<file path="src/rtl/uirq_pkg.sv">
package uirq_pkg;

    localparam int IRQ_W   = 3;
    localparam int IRQ_RX  = 0;
    localparam int IRQ_RTO = 1;
    localparam int IRQ_TX  = 2;

    typedef enum logic {
        REG_MASK  = 1'b0,
        REG_CLEAR = 1'b1
    } uirq_reg_e;

    typedef struct packed {
        logic rx_empty;
        logic rx_full;
        logic tx_empty;
        logic tx_full;
        logic busy;
    } uirq_flags_t;

    localparam uirq_flags_t FLAGS_RESET = '{
        rx_empty: 1'b1, rx_full: 1'b0,
        tx_empty: 1'b1, tx_full: 1'b0, busy: 1'b0
    };

    function automatic int level_width(input int depth);
        return $clog2(depth + 1);
    endfunction

endpackage

</file>
<file path="src/rtl/uirq_rx_side.sv">
module uirq_rx_side #(
    parameter int DEPTH = 32,
    parameter int LVL_W = 6
) (
    input  logic             clk,
    input  logic             rst,
    input  logic [LVL_W-1:0] level,
    input  logic             clr_trig,
    output logic             empty,
    output logic             full,
    output logic             trig_irq
);
    localparam logic [LVL_W-1:0] FULL_L = LVL_W'(DEPTH);
    localparam logic [LVL_W-1:0] HALF_L = LVL_W'(DEPTH / 2);

    always_ff @(posedge clk) begin
        if (rst) begin
            empty    <= 1'b1;
            full     <= 1'b0;
            trig_irq <= 1'b0;
        end else begin
            empty    <= (level == '0);
            full     <= (level == FULL_L);
            trig_irq <= (level >= HALF_L) && !clr_trig;
        end
    end
endmodule

</file>
<file path="src/rtl/uirq_tx_side.sv">
module uirq_tx_side #(
    parameter int DEPTH = 32,
    parameter int LVL_W = 6
) (
    input  logic             clk,
    input  logic             rst,
    input  logic [LVL_W-1:0] level,
    input  logic             clr_space,
    output logic             empty,
    output logic             full,
    output logic             busy,
    output logic             space_irq
);
    localparam logic [LVL_W-1:0] FULL_L  = LVL_W'(DEPTH);
    localparam logic [LVL_W-1:0] SPACE_L = LVL_W'(DEPTH - DEPTH / 2);

    logic at_full;
    assign at_full = (level == FULL_L);

    always_ff @(posedge clk) begin
        if (rst) begin
            empty     <= 1'b1;
            full      <= 1'b0;
            busy      <= 1'b0;
            space_irq <= 1'b0;
        end else begin
            empty     <= (level == '0);
            full      <= at_full;
            busy      <= at_full;
            space_irq <= (level <= SPACE_L) && !clr_space;
        end
    end
endmodule

</file>
<file path="src/rtl/uirq_rx_timeout.sv">
module uirq_rx_timeout #(
    parameter int LIMIT = 512
) (
    input  logic clk,
    input  logic rst,
    input  logic has_data,
    input  logic restart,
    input  logic tick,
    input  logic clr,
    output logic timeout
);
    localparam int CNT_W = $clog2(LIMIT + 1);
    localparam logic [CNT_W-1:0] LAST_L = CNT_W'(LIMIT - 1);
    localparam logic [CNT_W-1:0] SAT_L  = CNT_W'(LIMIT);

    logic [CNT_W-1:0] cnt;
    logic             fire;

    assign fire = has_data && !restart && tick && (cnt == LAST_L);

    always_ff @(posedge clk) begin
        if (rst || restart || !has_data) begin
            cnt <= '0;
        end else if (tick && cnt != SAT_L) begin
            cnt <= cnt + 1'b1;
        end
    end

    always_ff @(posedge clk) begin
        if (rst || !has_data) begin
            timeout <= 1'b0;
        end else if (fire) begin
            timeout <= 1'b1;
        end else if (clr) begin
            timeout <= 1'b0;
        end
    end
endmodule

</file>
<file path="src/rtl/uart_irq_status.sv">
module uart_irq_status
    import uirq_pkg::*;
#(
    parameter int DEPTH         = 32,
    parameter int TICKS_PER_BIT = 16,
    parameter int TIMEOUT_BITS  = 32,
    localparam int LVL_W        = level_width(DEPTH)
) (
    input  logic             clk,
    input  logic             rst,
    input  logic [LVL_W-1:0] rx_level,
    input  logic [LVL_W-1:0] tx_level,
    input  logic             rx_push,
    input  logic             rx_pop,
    input  logic             baud_tick,
    input  logic             reg_wr,
    input  logic             reg_addr,
    input  logic [IRQ_W-1:0] reg_wdata,
    output logic             rx_empty,
    output logic             rx_full,
    output logic             tx_empty,
    output logic             tx_full,
    output logic             busy,
    output logic [IRQ_W-1:0] raw_irq,
    output logic [IRQ_W-1:0] masked_irq,
    output logic             irq
);
    localparam int TO_LIMIT = TICKS_PER_BIT * TIMEOUT_BITS;

    uirq_flags_t      flags;
    logic [IRQ_W-1:0] raw;
    logic [IRQ_W-1:0] mask_q;
    logic [IRQ_W-1:0] clr_vec;

    assign clr_vec = (reg_wr && uirq_reg_e'(reg_addr) == REG_CLEAR) ? reg_wdata : '0;

    always_ff @(posedge clk) begin
        if (rst) begin
            mask_q <= '0;
        end else if (reg_wr && uirq_reg_e'(reg_addr) == REG_MASK) begin
            mask_q <= reg_wdata;
        end
    end

    uirq_rx_side #(.DEPTH(DEPTH), .LVL_W(LVL_W)) u_rx (
        .clk      (clk),
        .rst      (rst),
        .level    (rx_level),
        .clr_trig (clr_vec[IRQ_RX]),
        .empty    (flags.rx_empty),
        .full     (flags.rx_full),
        .trig_irq (raw[IRQ_RX])
    );

    uirq_tx_side #(.DEPTH(DEPTH), .LVL_W(LVL_W)) u_tx (
        .clk       (clk),
        .rst       (rst),
        .level     (tx_level),
        .clr_space (clr_vec[IRQ_TX]),
        .empty     (flags.tx_empty),
        .full      (flags.tx_full),
        .busy      (flags.busy),
        .space_irq (raw[IRQ_TX])
    );

    uirq_rx_timeout #(.LIMIT(TO_LIMIT)) u_to (
        .clk      (clk),
        .rst      (rst),
        .has_data (rx_level != '0),
        .restart  (rx_push || rx_pop),
        .tick     (baud_tick),
        .clr      (clr_vec[IRQ_RTO]),
        .timeout  (raw[IRQ_RTO])
    );

    assign rx_empty   = flags.rx_empty;
    assign rx_full    = flags.rx_full;
    assign tx_empty   = flags.tx_empty;
    assign tx_full    = flags.tx_full;
    assign busy       = flags.busy;
    assign raw_irq    = raw;
    assign masked_irq = raw & mask_q;
    assign irq        = |masked_irq;
endmodule

</file>
<file path="config.mk">
export PLATFORM = sky130hd
export DESIGN_NAME = uart_irq_status
export DESIGN_NICKNAME = d
export VERILOG_FILES = /design/src/rtl/uirq_pkg.sv /design/src/rtl/uirq_rx_side.sv /design/src/rtl/uirq_tx_side.sv /design/src/rtl/uirq_rx_timeout.sv /design/src/rtl/uart_irq_status.sv
export SDC_FILE = /design/constraint.sdc
export NUM_CORES = 1
export LEC_CHECK = 0
export ABC_CLOCK_PERIOD_IN_PS = 1600
export BUFFER_PORTS_ARGS = -buffer_cell sky130_fd_sc_hd__buf_2
export CAP_MARGIN = 20
export CORE_MARGIN = 2
export CORE_UTILIZATION = 40
export DETAILED_ROUTE_END_ITERATION = 8
export PLACE_DENSITY_LB_ADDON = 0.05
export SLEW_MARGIN = 20
export SYNTH_ARGS = -nofsm -noshare
export SYNTH_HDL_FRONTEND = slang
export SYNTH_SLANG_ARGS = --single-unit
</file>
<file path="constraint.sdc">
create_clock -name clk -period 1.6 [get_ports clk]
set_input_delay 0.08 -clock clk [delete_from_list [all_inputs] [get_ports clk]]
set_output_delay 0.08 -clock clk [all_outputs]
set_load 0.05 [all_outputs]
</file>
# --- Yosys cells after proc, flatten, opt, wreduce, memory -nomap -nowiden ---
# Index checks and enable logic that the tools add are counted.
totals:
  register_bits: 20
  in_bits: 22
  output_inout_bits: 12
  word_cells: 42
op_classes:
  add_sub_neg: 1
  order_cmp: 2
  eq_ne: 4
  muxes: 3
  bitwise_logic: 2
  reduce_logical: 21
ops:
  columns: ["operator", "count"]
  rows:
  - ["equality test 6 bit (second input constant)", 2]
  - ["logical NOT 6 bit", 2]
  - ["adder 10 x 1 -> 10 bit (second input constant)", 1]
  - ["equality test 10 x 9 -> 1 bit (second input constant)", 1]
  - ["!= test 10 bit (second input constant)", 1]
  - ["logical AND 1 bit", 8]
  - ["greater-or-equal comparator 6 x 5 -> 1 bit (second input constant)", 1]
  - ["less-or-equal comparator 6 x 5 -> 1 bit (second input constant)", 1]
  - ["nonzero test 6 bit", 1]
  - ["logical NOT 1 bit", 4]
  - ["logical OR 1 bit", 4]
  - ["AND 3 bit", 1]
  - ["2-to-1 mux 3 bit", 1]
  - ["OR reduction 3 bit", 1]
  - ["2-to-1 mux 1 bit", 2]
  - ["nonzero test 2 bit", 1]
  - ["inverter 1 bit", 1]

# --- Depth between registers and ports, before layout ---
# Gate-level depths: netlist of run 1.
depth:
  depth_word: 6
  depth_mapped: 5
  ltp_nobuf: 5

# --- Cells and area by module ---
# A second synthesis of run 1 with hierarchy kept.
unflattened:
  hier_cells: 108
  area_unflattened_um2: 1017.2
modules_own_cells:
  columns: ["mod", "instances", "cells_each", "area_per_inst_um2", "seq_area_each_um2"]
  rows:
  - ["uirq_rx_timeout", 1, 65, 563.0, 220.2]
  - ["uart_irq_status", 1, 25, 227.7, 60.1]
  - ["uirq_tx_side", 1, 9, 126.4, 60.1]
  - ["uirq_rx_side", 1, 9, 100.1, 60.1]

# --- Worst setup path before layout of run 1 ---
# OpenSTA, ideal clock, no wires.
synth_timing:
  kind: "reg-to-reg"
  start: "register u_to.cnt[0]"
  end: "register u_to.cnt[0]"
  setup_time_ns: 0.124
  arrival_ns: 1.381
  required_ns: 1.476
  slack_ns: 0.095
  stages_incl_launch_ff: 6
  n_path_buf: 0
  period_less_slack_ns: 1.505
  cell_sequence: "dfxtp_1 inv_1 ha_1 or4b_1 o31a_1 mux2i_1"
synth_via:
  elab_chain_len: 2
  word_cells_on_any_way: 3
  classes_between: "add/sub (1); eq/ne (1); reduce/logical (1)"
synth_rtl:
  columns: ["item", "line", "source"]
  rows:
  - ["start, declared", "uirq_rx_timeout.sv:16", "logic [CNT_W-1:0] cnt;"]
  - ["start signal, assigned", "uirq_rx_timeout.sv:25", "cnt <= cnt + 1'b1;"]
  - ["parallel branches: the longest is 2 deep, another holds adder 10 x 1 -> 10 bit", null, null]
# Several ways; the timed one is not identified.
# A chain may end at the register's enable or synchronous reset.

# --- Worst setup path in the final report of run 1 ---
layout_timing:
  start: "register u_to.cnt[0]"
  end: "register u_to.cnt[1]"
# The elaborated chain is that of the path after synthesis.

==> results of run 1 <==
[layout make-up]
type	instances	area [um^2]	area share, %
clock buffers	4	36.3	2.97
well taps	28	35.0	2.87
inverters	5	21.3	1.74
flip-flops and latches	20	405	33.2
repair buffers	42	240	19.7
multi-input cells	71	484	39.6
[synthesized netlist by cell type]
master     number  area share, %
o31a_1          1           0.94
and3_1          1           0.67
nand3_1         4            2.2
ha_1            2            2.7
or2_2           1           0.67
nand2_1         5            2.0
nor3_1          2            1.1
o2111ai_1       1           0.94
nor2_1          5            2.0
a21oi_1         8            4.3
nor4b_1         2            1.9
o21ai_1         1           0.54
or3_1           5            3.4
buf_4           4            3.2
nor2b_1         1           0.67
and2_1          3            2.0
o31ai_1         2            1.6
a311o_1         1            1.1
nand4_1         4            2.7
or4_1           4            3.2
clkbuf_1        3            1.2
mux2i_1         5            5.4
or4b_1          2            2.2
o211ai_1        4            3.2
o21ai_0         4            2.2
dfxtp_1        20             43
inv_1           5            2.0
xor2_1          2            1.9
o21ai_2         1           0.94
[cell families (layout without fill, tap and decap cells)]
kind of cell	after synthesis	after routing	synth area share [%]
flip-flops	20	20	43.1
adder cells (fa/ha/maj)	2	2	2.69
XOR/XNOR	2	2	1.89
AO/OA/AOI/OAI	23	23	15.8
buffers and inverters	12	51	6.47
AND/OR/NAND/NOR	39	39	24.7
multiplexers	5	5	5.39
[repair_timing]
item | 4_1_cts | 5_1_grt
endpoints found under the hold margin | 4 | 0
pin swaps | 1 | 3
endpoints found under the setup margin | 1 | 4
buffers inserted | 0 | 2
gates cloned | 0 | 0
hold buffers | 3 | 0
gates resized for setup | 0 | 9
[per-layer routing]
layer  vias to the layer above  GRT usage, %
li1                        456             -
met1                       404          25.2
met2                        28          26.8
met3                         4          3.14
met4                         0          7.69
met5                         -             0
[through the flow]
| stage | cell area (um^2) | power [uW] | hold WS, ns | TNS [ns] | worst slack (ns) |
|---|---|---|---|---|---|
| after detailed placement | 1120 | 632 | 0.258 | 0 | 0.00761 |
| after CTS | 1180 | 930 | 0.0211 | 0 | 0.0351 |
| after global routing | 1220 | 963 | 0.0316 | -0.0185 | -0.0185 |
| after global placement | 1120 | 630 | 0.255 | 0 | 0.0672 |
| after floorplan | 928 | 591 | 0.157 | 0 | 0.0955 |
| final | 1220 | 918 | 0.0345 | 0 | 0.0288 |
[state kept, by name, summed over array words and instances (netlist names)]
| signal | count |
|---|---|
| u_to.cnt | 10 |
| mask_q | 3 |
| u_rx.empty | 1 |
| u_rx.full | 1 |
| u_rx.trig_irq | 1 |
| u_to.timeout | 1 |
| u_tx.empty | 1 |
| u_tx.full | 1 |
| u_tx.space_irq | 1 |
[worst min-delay path, stage by stage]
cell	delay, ns
buf_2	0.09
mux2i_1	0.06
nor2_1	0.07
[power breakdown]
group,switching (uW),internal (uW)
clock network,151,139
registers,5.06,507
logic,67.5,48.0
total,224,694
[how the worst max path moves through the flow]
stage                                   from                        to  slack (ns)  depth (start not counted)
global placement    u_to.cnt[0]$_SDFFE_PP0P_  u_to.cnt[1]$_SDFFE_PP0P_        0.07                          5
global route        u_to.cnt[1]$_SDFFE_PP0P_  u_to.cnt[1]$_SDFFE_PP0P_       -0.02                          5
detailed placement  u_to.cnt[0]$_SDFFE_PP0P_  u_to.cnt[1]$_SDFFE_PP0P_       0.008                          5
floorplan           u_to.cnt[0]$_SDFFE_PP0P_  u_to.cnt[0]$_SDFFE_PP0P_         0.1                          5
CTS                 u_to.cnt[0]$_SDFFE_PP0P_  u_to.cnt[1]$_SDFFE_PP0P_        0.04                          5
finish              u_to.cnt[0]$_SDFFE_PP0P_  u_to.cnt[1]$_SDFFE_PP0P_        0.03                          5
==> run summary, run 1 <==
================================================================================
Synth Instances ...................................................          103
Peak ir drop on the vdd network ...................................       465 uV
Number of flip-flops and latches in the synthesized netlist .......           20
Number of placement rows ..........................................           17
Die H .............................................................      52.2 um
Pin count of the biggest net entering global routing ..............           12
Clock period minus worst slack ....................................      1.57 ns
Leading cell types in the layout, fill and taps excluded .......... buf_2 (33), dfxtp_1 (18), a21oi_1 (8)
Clock tree sinks ..................................................           20
Initial core utilization ..........................................        42.0%
Critical-path cell with the highest stage delay ...................       or4b_4
Syn_nets ..........................................................          127
Critical Path Source Type .........................................    flip-flop
Tightest slew margin relative to the limit ........................        63.8%
Period Utilization, post-route ....................................        98.2%
CTS tree ..........................................................        built
Avg Vias per Cell .................................................         5.25
Worst skew pair latency ...........................................      0.30 ns
Slack of the worst reg-to-reg path ................................      0.03 ns
Worst hold path depth .............................................            3
Via count of the first global-routing pass ........................          839
Detail Placement HPWL .............................................      1580 um
Final-stage net count .............................................          167
Most common library cell in the layout ignoring fill and taps .....        buf_2
Number of endpoints with negative hold slack in the final report ..            0
Number of fill cells in the layout ................................          209
Setup violation total in the final timing report ..................            0
Count of cell types in the netlist ................................           29
Proportion of layout cells with a drive suffix above 1 ............        35.9%
Hold path endpoint ................................................ mask_q[1]$_SDFFE_PP0P_
Number of non-filler instances in the completed layout ............          170
Residual DRC count ................................................            0
Category of the worst setup path capture point ....................    flip-flop
Wire per inst .....................................................      12.3 um
Number of cells on the worst reg-to-reg path ......................            5
Number of antenna violations at the first check in global routing .            0
Total power divided by cell area ..................................  751 mW/mm^2
GR Util All Layers ................................................        17.9%
Synth Cell Area ...................................................     928 um^2
Origin of the worst min-delay path ................................ reg_wdata[1]
Required time of the critical path ................................      1.79 ns
Total grt overflow ................................................            0
Chain of cells forming the critical path .......................... inv_4 > ha_4 > or4b_4 > o31a_1 > mux2i_1
Synth-to-layout area growth .......................................        31.7%
DR WL met3 ........................................................       108 um
Worst setup skew after layout .....................................   0.00282 ns
Synth warnings ....................................................            0
Setup repair after global routing missed its margin ...............         true
Max-cap viol count ................................................            0
Global-route wire length before repair ............................      3640 um
Signal arrival time at the worst endpoint .........................      1.76 ns
DR vias ...........................................................          892
Core Area ......................................................... 0.00221 mm^2
Wire length on met1 ...............................................      1040 um
TritonCTS buffer count ............................................            3
H-tree lvl count ..................................................            1
Root buffer cell ..................................................     clkbuf_4
Highest routed layer ..............................................         met4
Maximum fanout encountered on the critical timing path ............            4
Top-level port count ..............................................           34
Pin slew with the least headroom to its limit .....................     0.538 ns
Max Clk Rate ......................................................      636 MHz
Final core utilization ............................................        55.3%
Tightest Hold Check Type ..........................................    in -> reg
Avg Inst Size Synth ...............................................    9.01 um^2
Worst Path Buf+Inv ................................................            1
Detail Route Antenna Nets .........................................            0
Sequential share of the synthesized area ..........................        43.1%
Kind of cell adding the most delay to the critical path ........... simple AND/OR/NAND/NOR gates
Initial drt markers ...............................................           19
Static leakage ....................................................  0.000501 uW
Aggregate routed wire length ......................................      2080 um
FF-to-FF End ...................................................... u_to.cnt[1]$_SDFFE_PP0P_
Ant. Diodes .......................................................            0
DIE WIDTH .........................................................      52.2 um
Setup CP Type .....................................................   reg -> reg
Die area .......................................................... 0.00272 mm^2
Final Slew Violations .............................................            0
Total placed cells including tap cells ............................          161
Run status ........................................................ complete, no violations
Input/output buffers ..............................................           33
Worst reg2reg path startpoint ..................................... u_to.cnt[0]$_SDFFE_PP0P_
Length of the first detailed-routing pass in iterations ...........            4
Placer's final routability congestion estimate ....................        0.773
Buffer depth of the longest clock path ............................            2
Routed wl met2 ....................................................       903 um
Clock slew at reported path FFs ...................................      0.11 ns
Delay contributed by the slowest stage of the critical path .......      0.45 ns
================================================================================
(Power assumes the default switching activity.)
==> inputs of run 2 (changes only) <==
CAP_MARGIN = default   (was 20)
CORE_ASPECT_RATIO = 1.25   (was default)
SKIP_CTS_REPAIR_TIMING = 1   (was default)
==> run summary, run 2 (synthesis results as in run 1) <==
==================================================================================
Period Utilization, post-route ......................................        96.0%
Total power divided by cell area ....................................  734 mW/mm^2
Global-route wire length before repair ..............................      3390 um
Avg Vias per Cell ...................................................         5.28
Final Slew Violations ...............................................            0
Residual DRC count ..................................................            0
Setup CP Type .......................................................   reg -> reg
Static leakage ......................................................  0.000477 uW
Detail Placement HPWL ...............................................      1630 um
GR Util All Layers ..................................................        17.0%
Clock slew at reported path FFs .....................................      0.10 ns
DIE WIDTH ...........................................................      47.1 um
Flip-flop count of the largest register, all copies and words added .           10
Initial core utilization ............................................        42.0%
Violated checks .....................................................  hold timing
Synth-to-layout area growth .........................................        25.9%
Setup repair after global routing missed its margin .................        false
Worst setup skew after layout .......................................  0.000618 ns
DR WL met3 ..........................................................       109 um
Proportion of layout cells with a drive suffix above 1 ..............        31.9%
Critical Path Source Type ...........................................    flip-flop
Aggregate routed wire length ........................................      2050 um
Top reg by flops ....................................................     u_to.cnt
Die area ............................................................ 0.00272 mm^2
Worst reg2reg path startpoint ....................................... u_to.cnt[0]$_SDFFE_PP0P_
Worst slack on hold paths ...........................................  -0.00906 ns
Input/output buffers ................................................           33
Tightest slew margin relative to the limit ..........................        63.0%
Number of endpoints with negative hold slack in the final report ....            1
Highest routed layer ................................................         met4
Most common library cell in the layout ignoring fill and taps .......        buf_2
Worst skew pair latency .............................................      0.29 ns
End point of the critical path ...................................... u_to.cnt[0]$_SDFFE_PP0P_
Wire length on met1 .................................................       855 um
Leading cell types in the layout, fill and taps excluded ............ buf_2 (33), dfxtp_1 (19), a21oi_1 (8)
Signal arrival time at the worst endpoint ...........................      1.73 ns
Ant. Diodes .........................................................            0
Clock tree sinks ....................................................           20
Top-level port count ................................................           34
Delay contributed by the slowest stage of the critical path .........      0.45 ns
Maximum fanout encountered on the critical timing path ..............            4
Number of placement rows ............................................           19
Routed wl met2 ......................................................      1060 um
Pin slew with the least headroom to its limit .......................     0.551 ns
Initial drt markers .................................................           14
Via count of the first global-routing pass ..........................          830
Post-route setup TNS ................................................         0 ns
Length of the first detailed-routing pass in iterations .............            4
Pin count of the biggest net entering global routing ................           11
Tightest Hold Check Type ............................................    in -> reg
Total grt overflow ..................................................            0
Core Area ........................................................... 0.00221 mm^2
Run status .......................................................... finished, violations left
Buffer depth of the longest clock path ..............................            2
H-tree lvl count ....................................................            1
Clock period minus worst slack ......................................      1.54 ns
Setup violation total in the final timing report ....................            0
Detail Route Antenna Nets ...........................................            0
Worst hold path depth ...............................................            2
CTS tree ............................................................        built
Number of antenna violations at the first check in global routing ...            0
Wire per inst .......................................................      12.1 um
FF-to-FF End ........................................................ u_to.cnt[0]$_SDFFE_PP0P_
Die H ...............................................................      57.9 um
Biggest regs ........................................................ u_to.cnt x10, mask_q x3
Critical-path cell with the highest stage delay .....................       or4b_4
Slack of the worst reg-to-reg path ..................................      0.06 ns
Category of the worst setup path capture point ......................    flip-flop
Launch point of the worst path ...................................... u_to.cnt[0]$_SDFFE_PP0P_
Max-cap viol count ..................................................            0
Peak ir drop on the vdd network .....................................       491 uV
DR vias .............................................................          892
Placer's final routability congestion estimate ......................        0.795
Required time of the critical path ..................................      1.79 ns
Number of cells on the worst reg-to-reg path ........................            5
Max Clk Rate ........................................................      651 MHz
Final-stage net count ...............................................          164
Root buffer cell ....................................................     clkbuf_4
TritonCTS buffer count ..............................................            3
Chain of cells forming the critical path ............................ inv_1 > ha_1 > or4b_4 > o31a_1 > mux2i_1
==================================================================================
[run 2: cell types whose count changed in the layout (fill, tap and decap cells not counted)]
cell and delta:
buf_4 -2, dfxtp_1 +1, dfxtp_4 -1, ha_4 -1, ha_1 +1, inv_2 -1, inv_1 +2, inv_4 -1
clkbuf_8 -1, dlygate4sd3_1 -1
[run 2: worst max-delay path: cells and delay by family (launching register included)]
| kind | cells | cell delay, ns |
|---|---|---|
| DFF | 1 | 0.35 |
| AOI/OAI and AO/OA | 1 | 0.29 |
| buffers and inverters | 1 | 0.08 |
| muxes | 1 | 0.12 |
| and+or+nand+nor | 1 | 0.45 |
| adders and majority gates | 1 | 0.14 |
[run 2: layer usage]
metal | up-vias | global-route usage, %
met4 | 0 | 7.14
li1 | 447 | -
met2 | 28 | 30.1
met5 | - | 0
met3 | 4 | 2.80
met1 | 413 | 19.3
[run 2: worst min-delay path by stage]
stage	startpoint	end	slack [ns]
5_1_grt	tx_level[5]	u_tx.empty$_SDFF_PP1_	0.00002
3_3_place_gp	rx_level[4]	u_rx.full$_SDFF_PP0_	0.26
3_5_place_dp	rx_level[4]	u_rx.full$_SDFF_PP0_	0.26
2_1_floorplan	rx_level[4]	u_rx.full$_SDFF_PP0_	0.16
6_report	tx_level[5]	u_tx.empty$_SDFF_PP1_	-0.009
4_1_cts	rx_level[4]	u_rx.full$_SDFF_PP0_	-0.06
[run 2: cell type report]
class,count,area [um^2]
fill,225,1040
multi-input combinational,71,472
sequential,20,402
timing repair buffer,39,215
tap,31,38.8
clock buffer,3,22.5
inverter,5,18.8
[run 2: per-stage QoR]
stage / setup slack (ns) / cells / power (uW) / utilization [%] / area [um^2]
6_report: 0.0646 / 169 / 858 / 52.9 / 1170
5_1_grt: 0.00670 / 169 / 894 / 52.9 / 1170
4_1_cts: 0.00542 / 167 / 861 / 51.7 / 1140
3_5_place_dp: 0.0156 / 164 / 633 / 50.7 / 1120
3_3_place_gp: 0.0507 / 164 / 631 / 50.7 / 1120
2_1_floorplan: 0.0955 / 103 / 591 / - / 928
[run 2: where the power goes]
group          internal [uW]  total, uW  leakage [uW]  switching (uW)
Combinational           44.8        111      0.000300            66.6
Clock                   87.7        234     0.0000138             146
Sequential               508        513      0.000163            4.29
Total                    641        858      0.000477             217
==> inputs of run 3 (changes only) <==
PLACE_DENSITY = 0.71   (was default)
PLACE_DENSITY_LB_ADDON = default   (was 0.05)
SYNTH_HIERARCHICAL = 1   (was default)
==> run summary, run 3 <==
==================================================================================
Run status .......................................................... complete, no violations
Buffer depth of the longest clock path ..............................            2
Cell area after placement ........................................... 0.00121 mm^2
Period Utilization, post-route ......................................        89.5%
Critical Path Source Type ...........................................    flip-flop
Static leakage ......................................................  0.000546 uW
Sequential share of the synthesized area ............................        39.4%
Top reg by flops ....................................................     u_to/cnt
Setup repair after global routing missed its margin .................        false
Max-cap viol count ..................................................            0
Commonest cells in the netlist ...................................... dfxtp_1 (20), nand2_1 (9), a21oi_1 (6), inv_1 (6), nor2_1 (5)
Biggest regs ........................................................ u_to/cnt x10, mask_q x3
Core Area ........................................................... 0.00243 mm^2
Final Power .........................................................      1050 uW
Die H ...............................................................      60.4 um
Placer's final routability congestion estimate ......................        0.814
Clock tree sinks ....................................................           20
Pin count of the biggest net entering global routing ................           16
GR Util All Layers ..................................................        14.3%
Avg Inst Size Synth .................................................    9.42 um^2
Pin slew with the least headroom to its limit .......................     0.466 ns
Number of flip-flops and latches in the synthesized netlist .........           20
Number of synthesized flops with an enable pin ......................            0
Via count of the first global-routing pass ..........................          836
Area leader, netlist ................................................      dfxtp_1
Residual DRC count ..................................................            0
Maximum fanout encountered on the critical timing path ..............            4
Final core utilization ..............................................        53.4%
Synth Cell Area ..................................................... 0.00102 mm^2
Total grt overflow ..................................................            0
Detail Placement HPWL ...............................................      1580 um
TritonCTS buffer count ..............................................            3
Tightest slew margin relative to the limit ..........................        68.9%
Detail Route Antenna Nets ...........................................            0
Root buffer cell ....................................................     clkbuf_4
Clock slew at reported path FFs .....................................      0.11 ns
Worst reg2reg path startpoint ....................................... u_to/cnt[0]$_SDFFE_PP0P_
Ant. Diodes .........................................................            0
Tightest Hold Check Type ............................................    in -> reg
Area contributors post-synth ........................................ dfxtp_1 (39%), nand2_1 (3.3%), nand4bb_1 (3.3%)
Launch point of the worst path ...................................... u_to/cnt[0]$_SDFFE_PP0P_
Top-level port count ................................................           34
Category of the worst setup path capture point ......................    flip-flop
Worst setup skew after layout .......................................   0.00856 ns
Worst slack on hold paths ...........................................    0.0413 ns
Input/output buffers ................................................           33
FF-to-FF End ........................................................ u_to/cnt[1]$_SDFFE_PP0P_
Synth Instances .....................................................          108
Required time of the critical path ..................................      1.83 ns
Aggregate routed wire length ........................................      1980 um
DIE WIDTH ...........................................................      49.1 um
Setup violation total in the final timing report ....................            0
Syn_nets ............................................................          132
Die area ............................................................ 0.00296 mm^2
Final Slew Violations ...............................................            0
Signal arrival time at the worst endpoint ...........................      1.66 ns
End point of the critical path ...................................... u_to/cnt[1]$_SDFFE_PP0P_
Prevailing post-synth register cell .................................      dfxtp_1
Peak ir drop on the vdd network .....................................       541 uV
Number of placement rows ............................................           20
Global-route wire length before repair ..............................      3330 um
Most common cell in the netlist .....................................      dfxtp_1
CTS tree ............................................................        built
Total power divided by cell area ....................................  810 mW/mm^2
Final-stage net count ...............................................          171
Number of cells on the worst reg-to-reg path ........................            5
Synth-to-layout area growth .........................................        27.3%
Synth warnings ......................................................            6
Fraction of synthesized cell area taken by the top area cell type ...        39.4%
Post-route setup TNS ................................................         0 ns
DR vias .............................................................          913
Cell area after layout .............................................. 0.00129 mm^2
Slack of the worst reg-to-reg path ..................................      0.17 ns
Number of endpoints with negative hold slack in the final report ....            0
Clock period minus worst slack ......................................      1.43 ns
Initial drt markers .................................................           21
Leading cell types in the layout, fill and taps excluded ............ buf_2 (33), dfxtp_1 (20), nand2_1 (9)
Worst skew pair latency .............................................      0.30 ns
Flip-flop count of the largest register, all copies and words added .           10
Length of the first detailed-routing pass in iterations .............            4
Number of antenna violations at the first check in global routing ...            0
Proportion of layout cells with a drive suffix above 1 ..............        37.7%
Count of cell types in the netlist ..................................           41
Wire per inst .......................................................      11.1 um
Setup CP Type .......................................................   reg -> reg
H-tree lvl count ....................................................            1
Avg Vias per Cell ...................................................         5.10
Initial core utilization ............................................        41.9%
Share of async-settable or async-resettable flops after synthesis ...           0%
Worst hold path depth ...............................................            2
Max Clk Rate ........................................................      698 MHz
Most common library cell in the layout ignoring fill and taps .......        buf_2
==================================================================================
## run 3: changes by cell type after synthesis, moves of 3 or more
| cell | delta |
|---|---|
| o211ai_1 | -4 |
| buf_4 | -3 |
| nand2b_1 | +4 |
| or3_1 | -3 |
| mux2i_1 | -3 |
| or4_1 | -3 |
| nand4bb_1 | +3 |
| and3_2 | +3 |
| nand2_1 | +4 |
## run 3: cell type report
| cell class | instances | area (um^2) |
|---|---|---|
| well taps | 33 | 41.3 |
| clock inverters | 1 | 30.0 |
| clock buffers | 3 | 22.5 |
| inverters | 6 | 22.5 |
| repair buffers | 36 | 195 |
| flip-flops and latches | 20 | 400 |
| fillers | 238 | 1130 |
| multi-input cells | 80 | 583 |
## run 3: worst min path at each step
stage           startpoint                   endpoint  slack (ns)
5_1_grt        rx_level[5]       u_rx/full$_SDFF_PP0_        0.04
4_1_cts        tx_level[5]  u_tx/space_irq$_SDFF_PP0_       -0.04
3_5_place_dp   tx_level[5]  u_tx/space_irq$_SDFF_PP0_        0.30
2_1_floorplan  tx_level[5]  u_tx/space_irq$_SDFF_PP0_        0.14
3_3_place_gp   tx_level[5]  u_tx/space_irq$_SDFF_PP0_        0.29
6_report       rx_level[5]       u_rx/full$_SDFF_PP0_        0.04
## run 3: routing by layer
layer	part of all wire [%]	vias to the layer above	wire length, um	GRT usage (%)
met5	0	-	0	0
met1	45	415	883	16.0
met4	0.71	0	14	6.53
met2	51	22	1020	27.0
li1	-	474	-	-
met3	3.3	2	65	2.22
## run 3: metrics by stage
step	worst slack (ns)	cells
2_1_floorplan	0.332	108
3_3_place_gp	0.221	172
5_1_grt	0.0531	179
4_1_cts	0.133	176
3_5_place_dp	0.165	172
6_report	0.168	179
## run 3: critical path, stage by stage (launching register included)
cell,delay (ns)
dfxtp_1,0.41
inv_1,0.08
ha_1,0.20
nor2b_1,0.14
a41oi_1,0.32
mux2i_1,0.22
## run 3: kinds of logic after synthesis
kind of cell / share of synthesized area (%)
flip-flops: 39.4
AND/OR/NAND/NOR: 34.9
XOR/XNOR: 1.72
multiplexers: 1.97
AO/OA/AOI/OAI: 16.2
adder cells (fa/ha/maj): 2.46
buffers and inverters: 3.32
## run 3: power by group
group / switching [uW] / leakage, uW / internal, uW
Combinational: 73.5 / 0.000355 / 53.6
Sequential: 6.94 / 0.000163 / 508
Clock: 153 / 0.0000279 / 253
